<file path="src/rtl/fold_add_pkg.sv">
package fold_add_pkg;
  // Operand-select step within one sample
  typedef enum logic {
    PH_AB = 1'b0,   // external first and second operands
    PH_CP = 1'b1    // fed-back partial sum and third operand
  } phase_e;
endpackage

</file>
<file path="src/rtl/fold_add_rst_sync.sv">
module fold_add_rst_sync #(
  parameter int STAGES = 2
) (
  input  logic clk,
  input  logic rst_n,
  output logic rst_sync_n
);
  logic [STAGES-1:0] sync_q;

  always_ff @(posedge clk or negedge rst_n) begin
    if (!rst_n) begin
      sync_q <= '0;
    end else begin
      sync_q <= {sync_q[STAGES-2:0], 1'b1};
    end
  end

  assign rst_sync_n = sync_q[STAGES-1];
endmodule

</file>
<file path="src/rtl/fold_add_phase.sv">
module fold_add_phase
  import fold_add_pkg::*;
(
  input  logic   clk,
  input  logic   rst_n,
  input  logic   advance,
  output phase_e phase
);
  phase_e phase_q;
  phase_e phase_d;

  always_comb begin
    phase_d = phase_q;
    if (advance) begin
      phase_d = (phase_q == PH_AB) ? PH_CP : PH_AB;
    end
  end

  always_ff @(posedge clk or negedge rst_n) begin
    if (!rst_n) begin
      phase_q <= PH_AB;
    end else begin
      phase_q <= phase_d;
    end
  end

  assign phase = phase_q;
endmodule

</file>
<file path="src/rtl/fold_add_opsel.sv">
module fold_add_opsel
  import fold_add_pkg::*;
#(
  parameter int W     = 16,
  parameter int GROW  = 2,
  localparam int OW   = W + GROW,
  localparam int NOPS = 3
) (
  input  phase_e          phase,
  input  logic [W-1:0]    a_in,
  input  logic [W-1:0]    b_in,
  input  logic [W-1:0]    c_in,
  input  logic [OW-1:0]   fb_sum,
  output logic [OW-1:0]   lhs,
  output logic [OW-1:0]   rhs
);
  logic [NOPS-1:0][W-1:0]  raw;
  logic [NOPS-1:0][OW-1:0] ext;

  assign raw[0] = a_in;
  assign raw[1] = b_in;
  assign raw[2] = c_in;

  // sign-extend every operand to the output width
  for (genvar i = 0; i < NOPS; i++) begin : g_sext
    assign ext[i] = {{GROW{raw[i][W-1]}}, raw[i]};
  end

  always_comb begin
    if (phase == PH_AB) begin
      lhs = ext[0];
      rhs = ext[1];
    end else begin
      lhs = fb_sum;
      rhs = ext[2];
    end
  end
endmodule

</file>
<file path="src/rtl/fold_add_core.sv">
module fold_add_core
  import fold_add_pkg::*;
#(
  parameter int OW = 18
) (
  input  logic          clk,
  input  logic          rst_n,
  input  logic          in_valid,
  input  phase_e        phase,
  input  logic [OW-1:0] lhs,
  input  logic [OW-1:0] rhs,
  output logic [OW-1:0] acc,
  output logic          done
);
  logic [OW-1:0] sum_d;
  logic [OW-1:0] acc_q;
  logic          acc_en;
  logic          done_d;
  logic          done_q;

  // the single shared adder
  always_comb begin
    sum_d  = lhs + rhs;
    acc_en = in_valid;
    done_d = in_valid && (phase == PH_CP);
  end

  always_ff @(posedge clk or negedge rst_n) begin
    if (!rst_n) begin
      acc_q <= '0;
    end else if (acc_en) begin
      acc_q <= sum_d;
    end
  end

  always_ff @(posedge clk or negedge rst_n) begin
    if (!rst_n) begin
      done_q <= 1'b0;
    end else begin
      done_q <= done_d;
    end
  end

  assign acc  = acc_q;
  assign done = done_q;
endmodule

</file>
<file path="src/rtl/fold_add3.sv">
module fold_add3
  import fold_add_pkg::*;
#(
  parameter int W          = 16,
  parameter int GROW       = 2,
  parameter int RST_STAGES = 2,
  localparam int OW        = W + GROW
) (
  input  logic          clk,
  input  logic          rst_n,
  input  logic          in_valid,
  input  logic [W-1:0]  a_in,
  input  logic [W-1:0]  b_in,
  input  logic [W-1:0]  c_in,
  output logic [OW-1:0] sum_out,
  output logic          sum_valid
);
  logic          rst_sync_n;
  phase_e        phase_q;
  logic [OW-1:0] lhs;
  logic [OW-1:0] rhs;
  logic [OW-1:0] acc;
  logic          done;

  fold_add_rst_sync #(.STAGES(RST_STAGES)) u_rst (
    .clk        (clk),
    .rst_n      (rst_n),
    .rst_sync_n (rst_sync_n)
  );

  fold_add_phase u_phase (
    .clk     (clk),
    .rst_n   (rst_sync_n),
    .advance (in_valid),
    .phase   (phase_q)
  );

  fold_add_opsel #(.W(W), .GROW(GROW)) u_opsel (
    .phase  (phase_q),
    .a_in   (a_in),
    .b_in   (b_in),
    .c_in   (c_in),
    .fb_sum (acc),
    .lhs    (lhs),
    .rhs    (rhs)
  );

  fold_add_core #(.OW(OW)) u_core (
    .clk      (clk),
    .rst_n    (rst_sync_n),
    .in_valid (in_valid),
    .phase    (phase_q),
    .lhs      (lhs),
    .rhs      (rhs),
    .acc      (acc),
    .done     (done)
  );

  assign sum_out   = acc;
  assign sum_valid = done;
endmodule

</file>
<file path="config.mk">
export PLATFORM = sky130hd
export DESIGN_NAME = fold_add3
export DESIGN_NICKNAME = d
export VERILOG_FILES = /design/src/rtl/fold_add_pkg.sv /design/src/rtl/fold_add_rst_sync.sv /design/src/rtl/fold_add_phase.sv /design/src/rtl/fold_add_opsel.sv /design/src/rtl/fold_add_core.sv /design/src/rtl/fold_add3.sv
export SDC_FILE = /design/constraint.sdc
export NUM_CORES = 1
export LEC_CHECK = 0
export BUFFER_PORTS_ARGS = -buffer_cell sky130_fd_sc_hd__buf_2
export CAP_MARGIN = 20
export CORE_ASPECT_RATIO = 0.75
export CORE_MARGIN = 10
export CORE_UTILIZATION = 40
export CTS_CLUSTER_DIAMETER = 50
export DETAILED_ROUTE_END_ITERATION = 8
export MAX_ROUTING_LAYER = met4
export PLACE_DENSITY = 0.65
export RECOVER_POWER = 25
export SKIP_LAST_GASP = 1
export SLEW_MARGIN = 0
export SYNTH_ARGS = -nofsm -noshare
export SYNTH_HDL_FRONTEND = slang
export SYNTH_SLANG_ARGS = --single-unit
</file>
<file path="constraint.sdc">
create_clock -name clk -period 0.8 [get_ports clk]
set_input_delay 0 -clock clk [delete_from_list [all_inputs] [get_ports clk]]
set_output_delay 0 -clock clk [all_outputs]
set_load 0.005 [all_outputs]
</file>
# Yosys cells after proc, flatten, opt, wreduce, memory -nomap -nowiden
# Index checks and enable logic that the tools add are counted.
# word_totals
regBits,22
wordCells,9
# op_classes
addsub,1
mux,3
n_reduce_logical,1
# ops
cell,count
18-bit two-way mux,2
18-bit adder,1
1-bit logical AND,1
1-bit two-way mux,1

# Logic depth before layout (Yosys ltp)
# Gate-level depths: netlist of run 1.
# logic_depth
ltp_word,2
depth_mapped,12
ltp_nobuf,11

# Hierarchy
# Synthesis of run 1 repeated with hierarchy kept, for this count alone.
# hier_totals
cells_unflattened,241
hier_area_um2,2392.3
# by_module_without_submodules
mod,instances,cells_each,area_per_inst_um2
fold_add_core,1,196,1722.9
fold_add_opsel,1,40,581.8
fold_add_rst_sync,1,3,53.8
fold_add_phase,1,2,33.8

# Least setup slack after synthesis of run 1
# No wires, ideal clock.
# synth_timing
path_kind,register -> register
start,"register u_phase.phase_q, in the netlist u_phase.phase"
end,"register u_core.acc_q[17], in the netlist u_core.acc[17]"
setup_time_ps,87
arrival_ps,3125
required_ps,713
slack_ps,-2412
stages_incl_launch_ff,13
synth_period_minus_slack_ps,3212
path_cell_list,dfrtp_1 > clkbuf_1 > clkbuf_1 > mux2_2 > ha_1 > buf_6 > a211oi_4 > o211ai_2 > a221oi_4 > or4b_1 > mux2i_1 > nor3_1 > o211ai_1
# synth_between
elab_chain_cells,2
word_cells_on_any_way,3
cone_classes,add/sub (1); mux (2)
# synth_rtl
item,line,text
start: declaration,fold_add_phase.sv:9,phase_e phase_q;
start signal: assignment,fold_add_phase.sv:23,phase_q <= phase_d;
18-bit two-way mux,fold_add_opsel.sv:30,if (phase == PH_AB) begin
18-bit adder (*),fold_add_core.sv:23,sum_d = lhs + rhs;
end signal: assignment,fold_add_core.sv:32,acc_q <= sum_d;
end: declaration,fold_add_core.sv:16,logic [OW-1:0] acc_q;
# Every way passes the cells marked *; elsewhere a longest branch is shown, timed or not.
# A chain may end at the register's enable or synchronous reset.

# Final worst setup path of run 1
# layout_timing
start,"register u_phase.phase_q, in the netlist u_phase.phase"
end,"register u_core.acc_q[11], in the netlist u_core.acc[11]"
# The elaborated chain is that of the path after synthesis.

==> results.json, run 1 <==
{
  "grt_pass1_wl_um": 11400,
  "internal-power_mw": 11.4,
  "synth_warnings": 0,
  "cts.clk_slew.worst_paths_ns": 0.09,
  "ys_seq_area_share_pct": 25.5,
  "yosysUniqueCellTypes": 53,
  "drive_above_1_share_pct": 65.1,
  "synth_area_leaders": "dfrtp_1 26%, mux2_2 18%, ha_1 9.9%, nand2_1 4.2%, a21oi_1 3.0%",
  "cts_num_sinks": 22,
  "cp.required_ns": 0.97,
  "synthTopCellsByCount": "35 x mux2_2, 24 x nand2_1, 22 x dfrtp_1",
  "final_area_um2": 3810,
  "antenna_found_initial": 0,
  "r2r-start": "u_phase.phase",
  "die_area_um2": 8760,
  "skew_ns": 0.00514,
  "synth.top_cell.area_share_pct": 25.5,
  "powerDensity_nw_per_um2": 5050,
  "drtPass1Iterations": 4,
  "finalCritPeriodShare_pct": 358,
  "cap_violations": 0,
  "overflow": 0,
  "yosys.area.top_type": "dfrtp_1",
  "area_growth_syn_to_layout_pct": 76.5,
  "cp-end-kind": "register",
  "final_cells": 453,
  "dpl_cell_area_um2": 3150,
  "worst_setup_path_start_kind": "register",
  "startpoint": "u_phase.phase",
  "place.gp.congestion": 0.860,
  "dp.cells": 432,
  "final_util_pct": 71.9,
  "max_freq_ghz": 0.349,
  "synth_nets": 301,
  "htreeDepth": 1,
  "synth_area_per_cell_um2": 9.30,
  "die_y_um": 83.6,
  "place_hpwl_um": 5370,
  "multi_input_area_um2": 1900,
  "finalCriticalPeriod_ns": 2.86,
  "drc_errors": 0,
  "netlist_area_um2": 2160,
  "place_ws_ns": -1.91,
  "vdd_drop_max_mv": 2.66,
  "synth_flop_cell": "dfrtp_1",
  "crit_type": "reg2reg",
  "synth-seq-cells": 22,
  "hold_class": "in2async",
  "coreArea_um2": 5300,
  "netSwitchingPower_mw": 7.86,
  "pwr-share-comb_pct": 84.7,
  "critPathArrivalTime_ns": 3.03,
  "drt_iter0_markers": 173,
  "maxSlewViolCount": 0,
  "routed_via_density": 5.21,
  "synth_edf_count": 0,
  "clockBufferDepth": 2,
  "violations": "negative setup slack",
  "place.port_buffers": 69,
  "setup_violations": 37,
  "p_leak_nw": 1.78,
  "reg2reg_to": "u_core.acc[11]",
  "worst_slack_ns": -2.06,
  "rrSetupSlack_ns": -2.06,
  "cts_root_buffer": "clkbuf_8",
  "cts_tree": "built",
  "wire_per_inst_um": 17.1,
  "setup_tns_ns": -32.78,
  "worst_pin_slew_ns": 0.534,
  "critPathMaxFanout": 6,
  "relSlewSlack_pct": 64.4,
  "antenna_cells": 0,
  "async_reset_ff_share_pct": 100,
  "vias": 2358,
  "synth.most_common_cell": "mux2_2",
  "clk_latency_ns": 0.28,
  "fillers": 405,
  "grt_start_max_net_pins": 21,
  "nNetsFinal": 448,
  "wirelength_um": 7760,
  "numCtsBuffers": 3,
  "grt_pass1_vias": 2388,
  "rr_worst_depth": 12,
  "synthCells": 232,
  "power_mw": 19.2,
  "p_sw_share_pct": 40.9,
  "die_width_um": 105,
  "ant_nets": 0,
  "status": "finished with violations",
  "ios": 70,
  "seq_power_share_pct": 10.7,
  "regArea_um2": 552,
  "power.share.clock_pct": 4.6,
  "rsz0062_at_grt": "yes",
  "grt_use_total_pct": 15.8,
  "rows": 23,
  "hold_viol_final": 0,
  "holdWs_ns": 0.0412,
  "initial_core_util_pct": 40.7
}
==> per-layer routing <==
| layer | GRT usage, % | vias up | routed length [um] |
|---|---|---|---|
| met3 | 3.09 | 10 | 375 |
| met1 | 21.3 | 1130 | 3790 |
| met4 | 2.61 | 0 | 90 |
| met2 | 24.2 | 72 | 3500 |
| li1 | - | 1146 | - |
| met5 | - | - | 0 |
==> cell families after synthesis <==
logic type      after synthesis  share of synthesized area, %
fa+ha+maj                    18                          10.8
flops                        22                          25.5
buf+inv                      21                          4.00
xor+xnor                     11                          4.47
mux                          42                          21.6
compound gates               56                          19.8
simple gates                 61                          13.6
other cells                   1                         0.174
==> sequential cells by signal, summed over array words and instances, names as in the netlist <==
register	cells
u_rst.sync_q	2
u_core.acc	18
u_core.done	1
u_phase.phase	1
==> power groups by stage <==
| stage | registers [mW] | logic (mW) | clock network [mW] |
|---|---|---|---|
| finish | 2.07 | 16.3 | 0.878 |
| detailed placement | 1.98 | 12.2 | 0 |
| global route | 2.13 | 17.5 | 0.931 |
| CTS | 2.02 | 13.2 | 0.876 |
| global placement | 1.96 | 12.0 | 0 |
| floorplan | 2.06 | 7.61 | 0 |
==> how the worst max path moves through the flow <==
stage	to	slack [ns]	cells after the start
2_1_floorplan	u_core.acc[17]	-2.01	12
3_3_place_gp	u_core.acc[17]	-1.86	11
3_5_place_dp	u_core.acc[17]	-1.91	10
4_1_cts	u_core.acc[17]	-1.90	10
5_1_grt	u_core.acc[11]	-2.15	12
6_report	u_core.acc[11]	-2.06	12
==> cell usage in the layout, fill, tap and decap left out, types with 8 or more instances in the layout <==
cell type / count
buf_6: 30
buf_2: 56
nor2_1: 8
mux2_2: 24
mux2_4: 13
dfrtp_1: 21
buf_4: 60
ha_4: 11
nand2_1: 21
inv_1: 9
a21oi_1: 9
==> critical path: stages, from the launching register on <==
cell and delay [ns]:
dfrtp_2 0.45, buf_4 0.15, buf_8 0.14, buf_4 0.14
mux2_4 0.31, ha_4 0.26, a21o_1 0.16, a21oi_2 0.22
a21oi_4 0.13, o21ai_2 0.15, nand2b_1 0.10, a2111o_1 0.43
o311ai_1 0.11
==> final cells by class <==
type / count / area share [%]
Clock buffer: 4 / 1.45
Inverter: 11 / 1.08
Multi-Input combinational cell: 189 / 50.0
Sequential cell: 22 / 14.5
Tap cell: 75 / 2.47
Timing Repair Buffer: 152 / 30.5
==> repair_timing <==
item	4_1_cts	5_1_grt
pin swaps	2	24
gates resized for setup	35	61
hold endpoints to repair	2	0
setup endpoints to repair	38	38
hold buffers	1	0
cloned	0	1
buffers inserted	4	16
Note: power is estimated with default switching activity, not from simulation.
==> run 2: changes to the inputs <==
--- a/config.mk
+++ b/config.mk
@@ -20,3 +20,4 @@
 export SYNTH_ARGS = -nofsm -noshare
 export SYNTH_HDL_FRONTEND = slang
 export SYNTH_SLANG_ARGS = --single-unit
+export TNS_END_PERCENT = 10
==> constraint.sdc (replaced) <==
create_clock -name clk -period 0.8 [get_ports clk]
set_input_delay 0 -clock clk [delete_from_list [all_inputs] [get_ports clk]]
set_output_delay 0 -clock clk [all_outputs]
set_load 0.05 [all_outputs]
==> results.json, run 2 (same netlist as run 1, synthesis figures left out) <==
{
  "grt_pass1_wl_um": 11800,
  "antenna_cells": 0,
  "worst_slack_ns": -1.95,
  "violations": "negative setup slack",
  "layout_commonest_cell": "buf_4",
  "finalCritPeriodShare_pct": 344,
  "max_freq_ghz": 0.363,
  "vdd_drop_max_mv": 3.01,
  "grt_start_max_net_pins": 16,
  "pwr-share-comb_pct": 85.9,
  "hold_viol_final": 0,
  "rrSetupSlack_ns": -1.95,
  "rows": 23,
  "r2r-start": "u_phase.phase",
  "powerDensity_nw_per_um2": 5390,
  "antenna_found_initial": 0,
  "rsz0062_at_grt": "yes",
  "largest_reg_flops": 18,
  "clockBufferDepth": 2,
  "wirelength_um": 7310,
  "endpoint": "u_core.acc[15]",
  "p_leak_nw": 1.75,
  "maxSlewViolCount": 0,
  "startpoint": "u_phase.phase",
  "power.share.clock_pct": 4.0,
  "seq_power_share_pct": 10.1,
  "cts_tree": "built",
  "ios": 70,
  "cts_num_sinks": 22,
  "netSwitchingPower_mw": 8.98,
  "overflow": 0,
  "setup_violations": 39,
  "place.gp.congestion": 0.864,
  "mostFrequentLayoutCells": "84 x buf_4, 68 x buf_2, 27 x mux2_2",
  "cap_violations": 0,
  "status": "finished with violations",
  "grt_pass1_vias": 2472,
  "hold_class": "in2async",
  "wire_per_inst_um": 15.8,
  "final_util_pct": 69.1,
  "drtPass1Iterations": 4,
  "cts.clk_slew.worst_paths_ns": 0.09,
  "area_growth_syn_to_layout_pct": 69.5,
  "ant_nets": 0,
  "reg2reg_to": "u_core.acc[15]",
  "worst_setup_path_start_kind": "register",
  "drc_errors": 0,
  "drt_iter0_markers": 91,
  "die_width_um": 105,
  "crit_type": "reg2reg",
  "drive_above_1_share_pct": 63.2,
  "clk_latency_ns": 0.27,
  "place.port_buffers": 69,
  "p_sw_share_pct": 45.6,
  "grt_use_total_pct": 16.2,
  "place_ws_ns": -2.00,
  "nNetsFinal": 459,
  "rr_worst_depth": 12,
  "coreArea_um2": 5300,
  "critPathArrivalTime_ns": 2.91,
  "die_y_um": 83.6,
  "cp.required_ns": 0.96,
  "skew_ns": 0.00173,
  "finalCriticalPeriod_ns": 2.75,
  "internal-power_mw": 10.7,
  "numCtsBuffers": 3,
  "die_area_um2": 8760,
  "cts_root_buffer": "clkbuf_8",
  "place_hpwl_um": 5460,
  "routed_via_density": 5.07,
  "vias": 2352,
  "critPathMaxFanout": 5,
  "initial_core_util_pct": 40.7,
  "htreeDepth": 1,
  "cp-end-kind": "register"
}
run 2: critical path: stages, from the launching register on:
cell and delay (ns):
dfrtp_2 0.48, buf_6 0.16, buf_4 0.13, mux2i_2 0.20, inv_1 0.11, ha_4 0.29
a21oi_4 0.06, nand4b_1 0.24, a21oi_4 0.29, o21bai_1 0.14, a21oi_1 0.22, mux2i_1 0.21
o311ai_1 0.11
run 2: power groups by stage:
| stage | clock (mW) | sequential [mW] | combinational (mW) |
|---|---|---|---|
| after floorplan | 0 | 3.70 | 7.29 |
| after global placement | 0 | 1.94 | 13.6 |
| after detailed placement | 0 | 1.96 | 13.8 |
| after CTS | 0.809 | 1.98 | 15.7 |
| after global routing | 0.841 | 2.08 | 18.3 |
| final | 0.789 | 2.00 | 16.9 |
run 2: repair_timing:
item	4_1_cts	5_1_grt
setup buffers	14	5
hold buffers	1	0
gates resized for setup	38	19
pin swaps	17	14
hold endpoints to repair	2	0
gates cloned	0	1
endpoints found under the setup margin	39	39
run 2: worst min path at each step:
stage                           end  slack [ns]
floorplan           u_rst.sync_q[0]       -0.30
global placement    u_rst.sync_q[0]       -0.21
detailed placement  u_rst.sync_q[0]       -0.21
CTS                 u_rst.sync_q[1]        0.02
global route        u_rst.sync_q[1]        0.03
finish              u_rst.sync_q[1]        0.04
run 2: final cells by class:
type,instances,area [um2]
multi-input cells,189,1820
fillers,422,1640
repair buffers,163,1110
flip-flops and latches,22,553
well taps,75,93.8
clock buffers,4,45.0
inverters,11,41.3
run 2: per-layer routing:
layer,GRT usage [%],share of wire [%]
met1,20.4,47
met3,3.16,5.2
met4,2.24,1.0
met2,26.7,47
met5,-,0
run 2: metrics by stage:
step,power [mW],cell area (um2),std cells,hold slack (ns),setup TNS (ns)
CTS,18.5,3490,458,0.0244,-32.87
global placement,15.5,3140,440,-0.215,-28.54
floorplan,11.0,2230,232,-0.296,-27.63
finish,19.7,3660,464,0.0362,-34.15
detailed placement,15.8,3140,440,-0.210,-29.48
global route,21.2,3660,464,0.0310,-36.92
==> run 3: changes to the inputs <==
--- a/config.mk
+++ b/config.mk
@@ -5,15 +5,16 @@
 export SDC_FILE = /design/constraint.sdc
 export NUM_CORES = 1
 export LEC_CHECK = 0
+export ABC_AREA = 1
 export BUFFER_PORTS_ARGS = -buffer_cell sky130_fd_sc_hd__buf_2
 export CAP_MARGIN = 20
 export CORE_ASPECT_RATIO = 0.75
 export CORE_MARGIN = 10
-export CORE_UTILIZATION = 40
+export CORE_UTILIZATION = 46
 export CTS_CLUSTER_DIAMETER = 50
 export DETAILED_ROUTE_END_ITERATION = 8
 export MAX_ROUTING_LAYER = met4
-export PLACE_DENSITY = 0.65
+export PLACE_DENSITY = 0.74
 export RECOVER_POWER = 25
 export SKIP_LAST_GASP = 1
 export SLEW_MARGIN = 0
==> results.json, run 3 <==
{
  "ios": 70,
  "netlist_area_um2": 2140,
  "r2r-start": "u_phase.phase",
  "htreeDepth": 1,
  "cts_tree": "built",
  "reg2reg_to": "u_core.acc[8]",
  "clk_latency_ns": 0.27,
  "synth_area_leaders": "nand2_1 32%, dfrtp_1 26%, ha_1 9.9%, inv_1 4.9%, nand3_1 4.4%",
  "grt_pass1_vias": 2538,
  "largest_reg_flops": 18,
  "rsz0062_at_grt": "yes",
  "crit_type": "reg2reg",
  "place_ws_ns": -1.39,
  "power_mw": 12.0,
  "cap_violations": 0,
  "drive_above_1_share_pct": 39.5,
  "layout_commonest_cell": "nand2_1",
  "die_y_um": 79.1,
  "synth_warnings": 0,
  "final_cells": 533,
  "overflow": 0,
  "setup_violations": 39,
  "synthCells": 354,
  "cp.required_ns": 0.96,
  "maxSlewViolCount": 0,
  "wirelength_um": 7140,
  "status": "finished with violations",
  "vias": 2583,
  "finalCritPeriodShare_pct": 270,
  "area_growth_syn_to_layout_pct": 53.8,
  "vdd_drop_max_mv": 2.41,
  "skew_ns": 0.00244,
  "critPathMaxFanout": 12,
  "powerDensity_nw_per_um2": 3650,
  "nNetsFinal": 546,
  "cts.clk_slew.worst_paths_ns": 0.09,
  "die_area_um2": 7820,
  "dp.cells": 520,
  "antenna_cells": 0,
  "yosys.area.top_type": "nand2_1",
  "synth_nets": 423,
  "coreArea_um2": 4490,
  "synth_edf_count": 0,
  "cts_num_sinks": 22,
  "worst_setup_path_start_kind": "register",
  "numCtsBuffers": 3,
  "hold_class": "in2async",
  "drt_iter0_markers": 128,
  "place.port_buffers": 69,
  "hold_viol_final": 0,
  "synth-seq-cells": 22,
  "worst_pin_slew_ns": 0.524,
  "async_reset_ff_share_pct": 100,
  "ys_seq_area_share_pct": 25.7,
  "clockBufferDepth": 2,
  "setup_tns_ns": -25.41,
  "holdWs_ns": 0.0335,
  "die_width_um": 98.8,
  "place_hpwl_um": 5400,
  "synth_flop_cell": "dfrtp_1",
  "grt_pass1_wl_um": 11200,
  "worst_slack_ns": -1.36,
  "antenna_found_initial": 0,
  "synth_area_per_cell_um2": 6.05,
  "grt_use_total_pct": 17.3,
  "violations": "negative setup slack",
  "cp-end-kind": "register",
  "mostFrequentLayoutCells": "174 x nand2_1, 70 x buf_2, 52 x buf_4",
  "grt_start_max_net_pins": 21,
  "yosysUniqueCellTypes": 25,
  "drtPass1Iterations": 4,
  "fillers": 353,
  "rrSetupSlack_ns": -1.36,
  "wire_per_inst_um": 13.4,
  "p_leak_nw": 1.84,
  "finalCriticalPeriod_ns": 2.16,
  "synthTopCellsByCount": "183 x nand2_1, 28 x inv_1, 22 x dfrtp_1",
  "rows": 21,
  "initial_core_util_pct": 47.7,
  "synth.top_cell.area_share_pct": 32.0,
  "critPathArrivalTime_ns": 2.32,
  "routed_via_density": 4.85,
  "final_area_um2": 3300,
  "drc_errors": 0,
  "rr_worst_depth": 12,
  "final_util_pct": 73.4,
  "cts_root_buffer": "clkbuf_8",
  "synth.most_common_cell": "nand2_1",
  "dpl_cell_area_um2": 2930,
  "place.gp.congestion": 0.963,
  "ant_nets": 0,
  "relSlewSlack_pct": 65.1,
  "max_freq_ghz": 0.463
}
==> run 3: cell type report <==
| type | instances | area [um2] | share of cell area, % |
|---|---|---|---|
| inverter | 30 | 118 | 3.57 |
| clock inverter | 1 | 30.0 | 0.911 |
| clock buffer | 3 | 41.3 | 1.25 |
| multi-input combinational | 292 | 1660 | 50.5 |
| sequential | 22 | 554 | 16.8 |
| tap | 57 | 71.3 | 2.16 |
| timing repair buffer | 128 | 817 | 24.8 |
==> run 3: logic make-up (layout without fill, tap and decap cells) <==
family	Yosys count	in the layout	share of synthesized area [%]
adders and majority gates	18	18	10.9
buffers and inverters	40	162	7.36
xor gates and xnor gates	8	8	3.27
AOI/OAI and AO/OA	33	33	8.70
and+or+nand+nor	232	232	44.0
other	1	1	0.175
DFF	22	22	25.7
==> run 3: worst max-delay path: stages (launching register included) <==
cell and delay (ns):
dfrtp_2 0.45, clkinv_4 0.11, buf_12 0.16, nand2_1 0.07
nand2_1 0.10, ha_4 0.27, a21oi_1 0.21, nand2_2 0.13
nand2_1 0.10, nand2_2 0.08, buf_4 0.15, xnor2_1 0.13
o21ai_1 0.08
==> run 3: power breakdown <==
group	switching [mW]	internal, mW
combinational	5.32	3.77
sequential	0.260	1.58
clock	0.427	0.670
total	6.01	6.02
==> run 3: layer usage <==
| layer | vias up | GRT usage (%) | wire, um |
|---|---|---|---|
| met2 | 85 | 27.4 | 3290 |
| li1 | 1355 | - | - |
| met3 | 4 | 5.45 | 630 |
| met5 | - | - | 0 |
| met4 | 0 | 2.71 | 27 |
| met1 | 1139 | 21.6 | 3190 |
==> run 3: how the worst max path moves through the flow <==
stage | start | end | depth (start not counted)
detailed placement | u_phase.phase | u_core.acc[10] | 16
floorplan | u_phase.phase | u_core.acc[14] | 18
global route | u_phase.phase | u_core.acc[8] | 12
finish | u_phase.phase | u_core.acc[8] | 12
CTS | u_phase.phase | u_core.acc[10] | 16
global placement | u_phase.phase | u_core.acc[10] | 16
==> run 3: repair_timing <==
item / CTS / global route
setup buffers: 3 / 4
hold buffers: 1 / 0
pin swaps: 7 / 7
endpoints found under the hold margin: 2 / 0
cloned: 1 / 0
setup endpoints to repair: 39 / 39
resized for setup: 13 / 36
